## src/rtl/move_seq_pkg.sv

```systemverilog
package move_seq_pkg;

    localparam int PCW = 4;

    localparam logic [1:0] SRC_REG  = 2'd0;
    localparam logic [1:0] SRC_IMM  = 2'd1;
    localparam logic [1:0] DST_REG  = 2'd0;
    localparam logic [1:0] DST_ABSL = 2'd2;
    localparam logic [1:0] DST_ABSS = 2'd3;
    localparam logic [1:0] SZ_BYTE  = 2'd0;
    localparam logic [1:0] SZ_LONG  = 2'd2;

    typedef enum logic [2:0] {
        S_IDLE = 3'd0,
        S_WAIT = 3'd1,
        S_SEXT = 3'd2,
        S_SOP  = 3'd3,
        S_DEXT = 3'd4,
        S_WR   = 3'd5,
        S_TAIL = 3'd6,
        S_DONE = 3'd7
    } st_e;

    typedef struct packed {
        logic [PCW-1:0] n_idle;
        logic [PCW-1:0] n_sext;
        logic [PCW-1:0] n_sop;
        logic [PCW-1:0] n_dext;
        logic [PCW-1:0] n_wr;
        logic [PCW-1:0] n_tail;
        logic           src_imm;
        logic           op_byte;
    } plan_t;

    // First phase after 'cur' whose count is non-zero.
    function automatic st_e next_phase(st_e cur, plan_t p);
        st_e n;
        if (cur < S_WAIT && p.n_idle != '0)
            n = S_WAIT;
        else if (cur < S_SEXT && p.n_sext != '0)
            n = S_SEXT;
        else if (cur < S_SOP && p.n_sop != '0)
            n = S_SOP;
        else if (cur < S_DEXT && p.n_dext != '0)
            n = S_DEXT;
        else if (cur < S_WR && p.n_wr != '0)
            n = S_WR;
        else if (cur < S_TAIL)
            n = S_TAIL;
        else
            n = S_DONE;
        return n;
    endfunction

    function automatic logic [PCW-1:0] cnt_of(st_e s, plan_t p);
        logic [PCW-1:0] c;
        unique case (s)
            S_WAIT:  c = p.n_idle;
            S_SEXT:  c = p.n_sext;
            S_SOP:   c = p.n_sop;
            S_DEXT:  c = p.n_dext;
            S_WR:    c = p.n_wr;
            S_TAIL:  c = p.n_tail;
            default: c = '0;
        endcase
        return c;
    endfunction

endpackage

```

## src/rtl/move_seq_plan.sv

```systemverilog
module move_seq_plan
    import move_seq_pkg::*;
#(
    parameter int EXT_W  = 2,
    parameter int IDLE_W = 3
) (
    input  logic [1:0]        src_class_i,
    input  logic [1:0]        dst_class_i,
    input  logic [1:0]        size_i,
    input  logic [EXT_W-1:0]  src_ext_i,
    input  logic [IDLE_W-1:0] lead_idle_i,
    output plan_t             plan_o
);

    logic [PCW-1:0] n_op;
    logic           src_mem;
    logic           interleave;

    always_comb begin
        n_op       = (size_i == SZ_LONG) ? PCW'(2) : PCW'(1);
        src_mem    = src_class_i[1];
        interleave = src_mem && (dst_class_i == DST_ABSL);

        plan_o.n_idle  = PCW'(lead_idle_i);
        plan_o.n_sext  = PCW'(src_ext_i);
        plan_o.n_sop   = (src_class_i == SRC_REG) ? '0 : n_op;
        unique case (dst_class_i)
            DST_ABSL: plan_o.n_dext = interleave ? PCW'(1) : PCW'(2);
            DST_ABSS: plan_o.n_dext = PCW'(1);
            default:  plan_o.n_dext = '0;
        endcase
        plan_o.n_wr    = (dst_class_i == DST_REG) ? '0 : n_op;
        plan_o.n_tail  = interleave ? PCW'(2) : PCW'(1);
        plan_o.src_imm = (src_class_i == SRC_IMM);
        plan_o.op_byte = (size_i == SZ_BYTE);
    end

endmodule

```

## src/rtl/move_seq_attr.sv

```systemverilog
module move_seq_attr (
    input  logic       in_bus_i,
    input  logic       is_wr_i,
    input  logic       is_prog_i,
    input  logic       op_byte_i,
    input  logic       sup_i,
    output logic       valid_o,
    output logic       write_o,
    output logic       prog_o,
    output logic [2:0] fc_o,
    output logic       byte_o
);

    always_comb begin
        valid_o = in_bus_i;
        write_o = in_bus_i && is_wr_i;
        prog_o  = in_bus_i && is_prog_i;
        byte_o  = in_bus_i && op_byte_i && !is_prog_i;
        fc_o    = in_bus_i ? {sup_i, is_prog_i, !is_prog_i} : 3'd0;
    end

endmodule

```

## src/rtl/move_seq_clkcnt.sv

```systemverilog
module move_seq_clkcnt #(
    parameter int W = 10
) (
    input  logic         clk,
    input  logic         rst_n,
    input  logic         clr_i,
    input  logic         inc_i,
    output logic [W-1:0] cnt_o
);

    always_ff @(posedge clk or negedge rst_n) begin
        if (!rst_n)
            cnt_o <= '0;
        else if (clr_i)
            cnt_o <= '0;
        else if (inc_i)
            cnt_o <= cnt_o + W'(1);
    end

endmodule

```

## src/rtl/move_seq.sv

```systemverilog
module move_seq
    import move_seq_pkg::*;
#(
    parameter int EXT_W  = 2,
    parameter int IDLE_W = 3,
    parameter int LEN_W  = 10
) (
    input  logic              clk,
    input  logic              rst_n,
    input  logic              start_i,
    input  logic [1:0]        src_class_i,
    input  logic [1:0]        dst_class_i,
    input  logic [1:0]        size_i,
    input  logic [EXT_W-1:0]  src_ext_i,
    input  logic [IDLE_W-1:0] lead_idle_i,
    input  logic              super_i,
    input  logic              ack_i,
    output logic              req_valid_o,
    output logic              req_write_o,
    output logic              req_prog_o,
    output logic [2:0]        req_fc_o,
    output logic              req_byte_o,
    output logic              idle_o,
    output logic              done_o,
    output logic [LEN_W-1:0]  len_o
);

    st_e            st_q, st_d;
    plan_t          plan_in, plan_q, plan_cur;
    logic [PCW-1:0] left_q, left_d;
    logic           sup_q;
    logic           accept, in_bus, step, is_wr, is_prog;
    logic [LEN_W-1:0] cnt;

    move_seq_plan #(.EXT_W(EXT_W), .IDLE_W(IDLE_W)) u_plan (
        .src_class_i (src_class_i),
        .dst_class_i (dst_class_i),
        .size_i      (size_i),
        .src_ext_i   (src_ext_i),
        .lead_idle_i (lead_idle_i),
        .plan_o      (plan_in)
    );

    assign accept   = (st_q == S_IDLE) && start_i;
    assign plan_cur = (st_q == S_IDLE) ? plan_in : plan_q;

    // Next state and phase counter
    always_comb begin
        st_d   = st_q;
        left_d = left_q;
        in_bus = 1'b0;
        step   = 1'b0;
        unique case (st_q)
            S_IDLE: step = start_i;
            S_WAIT: step = 1'b1;
            S_SEXT, S_SOP, S_DEXT, S_WR, S_TAIL: begin
                in_bus = 1'b1;
                step   = ack_i;
            end
            S_DONE: step = 1'b1;
            default: step = 1'b1;
        endcase
        if (step) begin
            if (st_q == S_DONE) begin
                st_d   = S_IDLE;
                left_d = '0;
            end else if (st_q == S_IDLE || left_q <= PCW'(1)) begin
                st_d   = next_phase(st_q, plan_cur);
                left_d = cnt_of(st_d, plan_cur);
            end else begin
                left_d = left_q - PCW'(1);
            end
        end
    end

    // State register
    always_ff @(posedge clk or negedge rst_n) begin
        if (!rst_n) begin
            st_q   <= S_IDLE;
            left_q <= '0;
            plan_q <= '0;
            sup_q  <= 1'b0;
        end else begin
            st_q   <= st_d;
            left_q <= left_d;
            if (accept) begin
                plan_q <= plan_in;
                sup_q  <= super_i;
            end
        end
    end

    // Outputs
    always_comb begin
        is_wr   = (st_q == S_WR);
        is_prog = (st_q == S_SEXT) || (st_q == S_DEXT) || (st_q == S_TAIL) ||
                  ((st_q == S_SOP) && plan_q.src_imm);
        idle_o  = (st_q == S_WAIT);
        done_o  = (st_q == S_DONE);
        len_o   = done_o ? cnt : '0;
    end

    move_seq_attr u_attr (
        .in_bus_i  (in_bus),
        .is_wr_i   (is_wr),
        .is_prog_i (is_prog),
        .op_byte_i (plan_q.op_byte),
        .sup_i     (sup_q),
        .valid_o   (req_valid_o),
        .write_o   (req_write_o),
        .prog_o    (req_prog_o),
        .fc_o      (req_fc_o),
        .byte_o    (req_byte_o)
    );

    move_seq_clkcnt #(.W(LEN_W)) u_cnt (
        .clk   (clk),
        .rst_n (rst_n),
        .clr_i (accept),
        .inc_i (idle_o || in_bus),
        .cnt_o (cnt)
    );

endmodule

```

## config.mk

```make
export PLATFORM = sky130hd
export DESIGN_NAME = move_seq
export DESIGN_NICKNAME = d
export VERILOG_FILES = /design/src/rtl/move_seq_pkg.sv /design/src/rtl/move_seq_plan.sv /design/src/rtl/move_seq_attr.sv /design/src/rtl/move_seq_clkcnt.sv /design/src/rtl/move_seq.sv
export SDC_FILE = /design/constraint.sdc
export NUM_CORES = 1
export LEC_CHECK = 0
export ABC_AREA = 1
export BUFFER_PORTS_ARGS = -buffer_cell sky130_fd_sc_hd__buf_2
export CAP_MARGIN = 20
export CORE_ASPECT_RATIO = 1.2
export CORE_UTILIZATION = 40
export CTS_BUF_LIST = sky130_fd_sc_hd__clkbuf_4
export DETAILED_ROUTE_END_ITERATION = 8
export MAX_ROUTING_LAYER = met4
export SYNTH_ARGS = -nofsm -noshare
export SYNTH_HDL_FRONTEND = slang
export SYNTH_HIERARCHICAL = 1
export SYNTH_SLANG_ARGS = --single-unit
```

## constraint.sdc

```tcl
create_clock -name clk -period 2 [get_ports clk]
set_input_delay 0.4 -clock clk [delete_from_list [all_inputs] [get_ports clk]]
set_output_delay 0.4 -clock clk [all_outputs]
set_load 0.01 [all_outputs]
```

Word-level counts from Yosys, hierarchy flattened
Cells that the tools add are included.
- $add $sub $neg: 2
- multipliers: 0
- div/mod/pow operators: 0
- magnitude comparators: 7
- equal/unequal tests: 17
- shift operators: 0
- mux-type cells: 27
- bitwise operators: 0
- reduce and logical (&&, ||, !) cells: 32
- operators by type and width (operator ; number):
    10-bit 2-to-1 mux ; 3
    3-bit 2-to-1 mux ; 9
    25-bit 2-to-1 mux ; 1
    4-bit case mux with 6 select lines ; 1
    3-bit equality test (second input constant) ; 7
    4-bit nonzero test ; 5
    4-bit 2-to-1 mux ; 4
    3-bit by 2-bit equality test with 1-bit output (second input constant) ; 4
    1-bit logical AND ; 12
    10-bit by 1-bit adder with 10-bit output (second input constant) ; 1
    2-bit 2-to-1 mux ; 5
    3-bit less-than comparator (second input constant) ; 3
    4-bit case mux with 2 select lines ; 1
    2-bit equality test (second input constant) ; 3
    3-bit by 1-bit equality test with 1-bit output (second input constant) ; 2
    2-bit logical NOT ; 3
    3-bit by 2-bit less-than comparator with 1-bit output (second input constant) ; 2
    1-bit logical OR ; 5
    5-bit OR reduction ; 1
    4-bit by 1-bit less-or-equal comparator with 1-bit output (second input constant) ; 1
    2-bit nonzero test ; 2
    4-bit by 1-bit subtractor with 4-bit output (second input constant) ; 1
    3-bit logical NOT ; 1
    3-bit by 1-bit less-than comparator with 1-bit output (second input constant) ; 1
    other kinds (6) ; 7
- bits in registers: 41
- latch bits: 0
- bits in writable memories: 0
- memory bits (read-only): 0
- input port bits: 16
- logic and storage cells: 97
- memories: 0

Longest topological paths before layout
Gate-level depths: netlist of the first run.
- depth in word-level cells: 19
- mapped depth: 19
- depth with buffers taken out: 19

Hierarchy
The synthesis of the first run kept the hierarchy.
- modules (own cells, without submodules) (module ; times used ; cells each ; area an instance (sq um) ; sequential area each (sq um)):
    move_seq ; 1 ; 338 ; 2154.6 ; 800.8
    move_seq_clkcnt ; 1 ; 73 ; 545.5 ; 250.2
    move_seq_plan ; 1 ; 39 ; 211.5 ; 0.0
    move_seq_attr ; 1 ; 12 ; 52.6 ; 0.0

Least setup slack after synthesis of the first run
OpenSTA, ideal clock, no wires.
- kind: register to register
- from: register st_q[2]
- to: register u_cnt.cnt_o[8]
- setup time: 0.123 ns
- arrival time: 1.865 ns
- data required time: 1.877 ns
- slack: 0.012 ns
- stages on the path, launching flop included: 12
- path buffers: 1
- path through: dfrtp_1 -> nor2_4 -> nand2_4 -> inv_1 -> nand2_1 -> inv_1 -> clkbuf_1 -> nor2_4 -> nor2_4 -> nand2_2 -> o21ai_0 -> a21oi_1
- RTL lines (element ; line ; RTL):
    from (decl) ; move_seq.sv:28 ; st_e st_q, st_d;
    from (signal assigned) ; move_seq.sv:84 ; st_q <= st_d;
    3-bit logical NOT (*) ; move_seq.sv:44 ; assign accept = (st_q == S_IDLE) && start_i;
    1-bit logical AND (*) ; move_seq.sv:44 ;
    via accept ; move_seq.sv:32 ; logic accept, in_bus, step, is_wr, is_prog;
    10-bit 2-to-1 mux or 2-bit nonzero test (tied branches) ; -- ;
    to (signal assigned) ; move_seq_clkcnt.sv:17 ; cnt_o <= cnt_o + W'(1);
    to (decl) ; move_seq_clkcnt.sv:8 ; output logic [W-1:0] cnt_o
Mark *: on every way through the listed nets, which the timed path passes. The rest lies on a longest branch.
A chain may end at the register's enable or synchronous reset.

Worst setup path in the final report of the first run
- from: register st_q[2]
- to: register left_q[0]
- cells in the longest elaborated chain, start to end: 16
- RTL lines (element ; line ; RTL):
    3-bit logical NOT ; move_seq.sv:45, move_seq.sv:53, move_seq.sv:67 ;
    25-bit 2-to-1 mux ; move_seq.sv:45 ; assign plan_cur = (st_q == S_IDLE) ? plan_in : plan_q;
    4-bit nonzero test ; move_seq_pkg.sv:46 ; else if (cur < S_WR && p.n_wr != '0)
    1-bit logical AND ; move_seq_pkg.sv:46 ;
    2-bit 2-to-1 mux ; move_seq_pkg.sv:46 ;
    2-bit 2-to-1 mux ; move_seq_pkg.sv:44 ; else if (cur < S_DEXT && p.n_dext != '0)
    3-bit 2-to-1 mux ; move_seq_pkg.sv:42 ; else if (cur < S_SOP && p.n_sop != '0)
    3-bit 2-to-1 mux ; move_seq_pkg.sv:40 ; else if (cur < S_SEXT && p.n_sext != '0)
    3-bit 2-to-1 mux ; move_seq_pkg.sv:38 ; if (cur < S_WAIT && p.n_idle != '0)
    3-bit 2-to-1 mux ; move_seq.sv:67 ; end else if (st_q == S_IDLE || left_q <= PCW'(1)) begin
    3-bit 2-to-1 mux ; move_seq.sv:64 ; if (st_q == S_DONE) begin
    3-bit 2-to-1 mux ; move_seq.sv:63 ; if (step) begin
    3-bit equality test, or another cell as far along ; move_seq_pkg.sv:57 ; unique case (s)
    4-bit case mux with 6 select lines ; move_seq_pkg.sv:57 ;
    4-bit 2-to-1 mux ; move_seq.sv:67 ;
    4-bit 2-to-1 mux ; move_seq.sv:64 ;
    to (signal assigned) ; move_seq.sv:85 ; left_q <= left_d;
    to (decl) ; move_seq.sv:30 ; logic [PCW-1:0] left_q, left_d;
Parallel ways exist; a longest one is shown, timed or not. The select of a mux whose other input is x is not followed.

==> reports/qor.csv, run 1 <==
stage,metric,value,unit
outcome,status,finished with violations,
outcome,violations,"DRC, setup timing",
die,ioPinCount,35,
synth,synth_area_leader_cell,dfrtp_1,
sta,final.period_utilization,108,%
synth,syn_area,2960,um^2
grt,grt_start_max_net_pins,19,
worst_setup_path,r2r.worst_path.cells,17,
grt,grt_pass1_vias,2752,
worst_setup_path,worst_r2r_endpoint,left_q[0],
drt,routedWlPerCell,12.3,um
synth,synthArstFlopShare,100,%
drt,viasPerCell,4.76,
cells_and_area,antennaDiodeCount,0,
die,die_h,96.3,um
worst_setup_path,crit_type,reg -> reg,
cts,cts_root_buf,clkbuf_4,
worst_hold_path,hold_depth,3,
cts,cts_buffer_depth,2,
worst_setup_path,path_max_fanout,11,
sta,fmax,463,MHz
cells_and_area,area_delta_synth_final,32.8,%
worst_hold_path,whs_endpoint,sup_q,
drt,routed_wl,7.91,mm
synth,syn_area_per_cell,6.42,um^2
cells_and_area,fin_nets,569,
cells_and_area,fin_util,54.4,%
worst_setup_path,cp-end-kind,register,
sta,rsz0062_at_grt,true,
synth,yosysUniqueCellTypes,31,
worst_setup_path,worstPathArrival,2440,ps
place,hpwl,5.61,mm
grt,antenna_found_initial,0,
die,start_util,41.0,%
worst_setup_path,rr_startpoint,st_q[2],
cells_and_area,drive_gt1_share,31.9,%
cts,clock-sinks,42,
synth,synth_seq_cells,42,
die,core-area,7230,um^2
worst_hold_path,holdCritStartpoint,super_i,
drt,via_count,3054,
drt,drc,1,
die,die_w,80.6,um
place,place_ws,-209,ps
worst_hold_path,holdCritPathClass,in -> reg,
die,row_count,34,
pwr,p_per_area,1830,nW/um^2
synth,netlist.area_leader.share,35.5,%
synth,synth-main-ff-cell,dfrtp_1,
grt,track_usage,21.7,%
sta,finalCriticalPeriod,2160,ps
sta,hold_viol_final,0,
cts,clk_latency,370,ps
place,place.gp.congestion,0.960,
sta,slew_violations,0,
worst_setup_path,r2r_slack,-160,ps
flow_run,max_cap_viol_count,0,
drt,drtPass1Iterations,6,
die,fp.dieArea,7760,um^2
sta,setup_ws,-158,ps
sta,setup_viol,21,
grt,grt_overflow_total,0,
synth,ys_top_cells_by_area,"dfrtp_1 (35%), nand2_1 (19%), nor2_1 (8.2%)",
drt,drt_iter0_drc,126,
cts,clk_pin_slew,150,ps
sta,fin_skew,16.7,ps
pwr,power.leakage,2.15,nW
worst_setup_path,start_kind,register,
place,port_buffers,34,
cts,htreeDepth,2,
worst_setup_path,required,2280,ps
synth,seq_area_frac_synth,35.5,%
drt,ant_nets,0,
cts,cts_tree,done,
synth,syn_inst,462,
synth,synth_edf_count,0,
cts,cts_buffers,5,
synth,ys.warnings.count,6,
pwr,peakVddDrop,707,uV
cells_and_area,fillers,717,
grt,grt_pass1_wl,12.3,mm
[where the power goes]
part           internal (mW)  switching, mW  total, mW
Sequential              1.20          0.233       1.43
Combinational           2.21           2.87       5.07
Clock                  0.391          0.319      0.711
[stage by stage]
stage	instance area [um^2]	power [mW]	hold slack (ps)	instances	TNS, ps
6_report	3940	7.22	215	641	-1100
5_1_grt	3940	7.82	237	641	-4280
4_1_cts	3710	6.62	212	632	-1460
3_5_place_dp	3460	5.47	321	613	-1160
3_3_place_gp	3460	5.45	316	613	-937
2_1_floorplan	3000	4.00	104	472	0
[area by class of cell]
type / instances / area (um^2) / share of cell area [%]
timing repair buffer: 99 / 716 / 18.2
multi-input combinational: 337 / 1690 / 43.0
clock inverter: 3 / 68.8 / 1.75
sequential: 42 / 1050 / 26.7
clock buffer: 5 / 37.5 / 0.954
inverter: 65 / 258 / 6.55
tap: 90 / 113 / 2.86
[routing by layer]
layer	vias to the layer above	part of all wire (%)	GRT usage [%]
met1	1388	43	24.8
met2	70	50	37.2
met3	25	2.9	3.13
met5	-	0	-
met4	0	4.0	9.97
li1	1571	-	-
[cell families after synthesis]
kind of cell,Yosys count,share of synthesized area (%)
simple gates,271,39.0
buf+inv,95,15.1
compound gates,49,8.82
flops,42,35.5
fa+ha+maj,3,1.27
xor+xnor,1,0.296
other cells,1,0.127
[critical path, cell delays in order, from the launching register on]
cell and delay [ps]:
dfrtp_1 440, nor2_4 170, nand2_4 120, buf_12 170, nand2_1 50, o21ai_1 70
nor2_1 100, nand2_1 100, nand2_2 80, nand2_1 70, nand2_2 110, nand2_4 90
nand4_1 90, nand2_1 60, nor2_2 120, nand3_1 100, nand2_1 70, nand2_1 40
[flip-flops by register name (all words and copies together), names as in the netlist]
| register | count |
|---|---|
| st_q | 3 |
| left_q | 4 |
| sup_q | 1 |
| plan_q | 24 |
| u_cnt/cnt_o | 10 |
[worst max-delay path by stage]
stage	startpoint	to	slack, ps	cells past startpoint
finish	st_q[2]	left_q[0]	-160	17
global route	st_q[2]	left_q[1]	-360	19
CTS	st_q[1]	left_q[0]	-140	17
detailed placement	st_q[2]	left_q[0]	-210	16
global placement	dst_class_i[0]	left_q[0]	-170	19
floorplan	st_q[2]	u_cnt/cnt_o[8]	10	11
[cells in the mapped netlist (2+ instances only)]
cell / instances
nand2_1: 152
nor2_1: 65
inv_1: 57
dfrtp_1: 42
nand3_1: 27
o21ai_0: 27
buf_4: 21
a21oi_1: 12
nand4_1: 7
clkbuf_1: 6
inv_2: 6
nand2_2: 5
nor2_4: 5
o21ai_1: 4
ha_1: 3
a21oi_2: 2
buf_2: 2
nand3_2: 2
nor2_2: 2
nor3_1: 2
o22ai_1: 2
or2_2: 2
[cells in the final DEF, fill, tap and decap left out, types with 3 or more instances in the layout]
| cell type | count |
|---|---|
| nand2_2 | 14 |
| ha_1 | 3 |
| a21oi_1 | 9 |
| buf_2 | 34 |
| o21ai_0 | 25 |
| nor2_2 | 12 |
| inv_2 | 6 |
| clkbuf_4 | 5 |
| conb_1 | 11 |
| inv_1 | 52 |
| a21oi_2 | 4 |
| nand2_1 | 136 |
| nand3_1 | 24 |
| buf_4 | 55 |
| nand3_2 | 5 |
| inv_4 | 5 |
| nor2_1 | 53 |
| dfrtp_1 | 42 |
| buf_6 | 6 |
| nand2_4 | 10 |
| nor2_4 | 7 |
| o21ai_1 | 5 |
| nand4_1 | 7 |
[repair_timing]
action,in CTS,in global routing
hold endpoints to repair,11,0
hold buffers,1,0
cloned,2,0
gates resized for setup,18,51
pin swaps,8,19
setup endpoints to repair,33,36
setup buffers,8,9
Note: power is estimated with default switching activity, not from simulation.
==> inputs of run 2 (changes only) <==
RECOVER_POWER = 50   (was default)
==> reports/qor.csv, run 2 (synthesized netlist as in run 1, its figures left out) <==
stage,metric,value,unit
pwr,peakVddDrop,709,uV
place,place.gp.congestion,0.960,
drt,viasPerCell,4.73,
sta,hold_ws,211,ps
cells_and_area,drive_gt1_share,31.8,%
cts,cts_tree,done,
die,die_w,80.6,um
sta,max_slew_margin,49.0,%
grt,grt_pass1_vias,2752,
sta,setup_ws,-158,ps
worst_setup_path,cp-end-kind,register,
drt,drt_iter0_drc,128,
grt,grt_overflow_total,0,
worst_setup_path,required,2290,ps
grt,antenna_found_initial,0,
cts,clk_latency,380,ps
die,core-area,7230,um^2
cells_and_area,fin_util,54.3,%
drt,drc,1,
die,fp.dieArea,7760,um^2
worst_hold_path,hold_depth,3,
sta,hold_viol_final,0,
cts,cts_root_buf,clkbuf_4,
grt,track_usage,21.7,%
flow_run,max_cap_viol_count,0,
cells_and_area,multi_input_area,1690,um^2
cts,cts_buffers,5,
worst_hold_path,holdCritPathClass,in -> reg,
drt,via_count,3033,
cts,clock-sinks,42,
cells_and_area,largest_reg_flops,24,
worst_setup_path,worstPathArrival,2440,ps
sta,final.period_utilization,108,%
outcome,status,finished with violations,
die,row_count,34,
pwr,power.leakage,2.14,nW
drt,drtPass1Iterations,7,
cells_and_area,largest_register,plan_q,
cells_and_area,layout_common_cells,"nand2_1 (136), nor2_1 (53), buf_4 (53)",
place,port_buffers,34,
cts,clk_pin_slew,150,ps
sta,fin_skew,16.1,ps
sta,tightest_slew,765,ps
sta,rsz0062_at_grt,true,
worst_setup_path,path_max_fanout,11,
drt,routed_wl,7.91,mm
sta,slew_violations,0,
cells_and_area,biggestRegsByFlops,"plan_q (24), u_cnt/cnt_o (10), left_q (4)",
grt,grt_pass1_wl,12.3,mm
worst_setup_path,crit_type,reg -> reg,
drt,ant_nets,0,
cells_and_area,fillers,720,
worst_setup_path,r2r.worst_path.cells,17,
drt,routedWlPerCell,12.3,um
cells_and_area,seq_area,1050,um^2
die,ioPinCount,35,
grt,grt_start_max_net_pins,19,
die,start_util,41.0,%
cells_and_area,final_common_cell,nand2_1,
sta,finalCriticalPeriod,2160,ps
cts,htreeDepth,2,
outcome,violations,"DRC, setup timing",
place,hpwl,5.61,mm
cells_and_area,fin_nets,569,
pwr,p_per_area,1840,nW/um^2
die,die_h,96.3,um
cells_and_area,antennaDiodeCount,0,
worst_setup_path,start_kind,register,
cells_and_area,area_delta_synth_final,32.6,%
sta,setup_viol,21,
cts,cts_buffer_depth,2,
sta,fmax,463,MHz
## run 2: area by class of cell
class	count	area share [%]
clock buffers	5	0.955
clock inverters	3	1.75
inverters	65	6.56
multi-input cells	337	43.1
flip-flops and latches	42	26.7
well taps	90	2.87
repair buffers	99	18.1
## run 2: what timing repair did
action,in CTS,in global routing
gates resized for setup,18,51
pin swaps,8,19
hold endpoints to repair,11,0
gates cloned,2,0
endpoints found under the setup margin,33,36
buffers inserted,8,9
hold buffers,1,0
## run 2: worst max-delay path, stage by stage, from the launching register on
cell,delay (ps)
dfrtp_1,440
nor2_4,170
nand2_4,120
buf_12,170
nand2_1,50
o21ai_1,70
nor2_1,100
nand2_1,100
nand2_2,80
nand2_1,70
nand2_2,110
nand2_4,90
nand4_1,90
nand2_1,60
nor2_2,120
nand3_1,100
nand2_1,70
nand2_1,40
## run 2: path summary, 6_finish.rpt
check / start / to / slack (ps)
hold reg to reg: sup_q / sup_q / 500
setup reg to reg: st_q[2] / left_q[0] / -160
setup / recovery: st_q[2] / left_q[0] / -160
hold / removal: super_i / sup_q / 210
max in group asynchronous: rst_n / plan_q[17] / 470
min in group asynchronous: rst_n / u_cnt/cnt_o[6] / 580
## run 2: power breakdown
part	switching (mW)	internal, mW	total, mW
Sequential	0.233	1.20	1.43
Combinational	2.87	2.20	5.07
Clock	0.322	0.391	0.713
## run 2: routing by layer
metal	routed length, um	track usage [%]
met1	3450	24.8
met2	3930	37.2
met3	214	3.13
met4	316	9.97
met5	0	-
## run 2: metrics by stage
stage          instance area (um^2)  setup TNS, ps  power [mW]  std cells  setup slack [ps]
2_1_floorplan                  3000              0        4.00        472              11.8
3_3_place_gp                   3460           -937        5.45        613              -173
3_5_place_dp                   3460          -1160        5.47        613              -209
4_1_cts                        3710          -1460        6.62        632              -136
5_1_grt                        3930          -4280        7.82        641              -355
6_report                       3930          -1150        7.22        641              -158
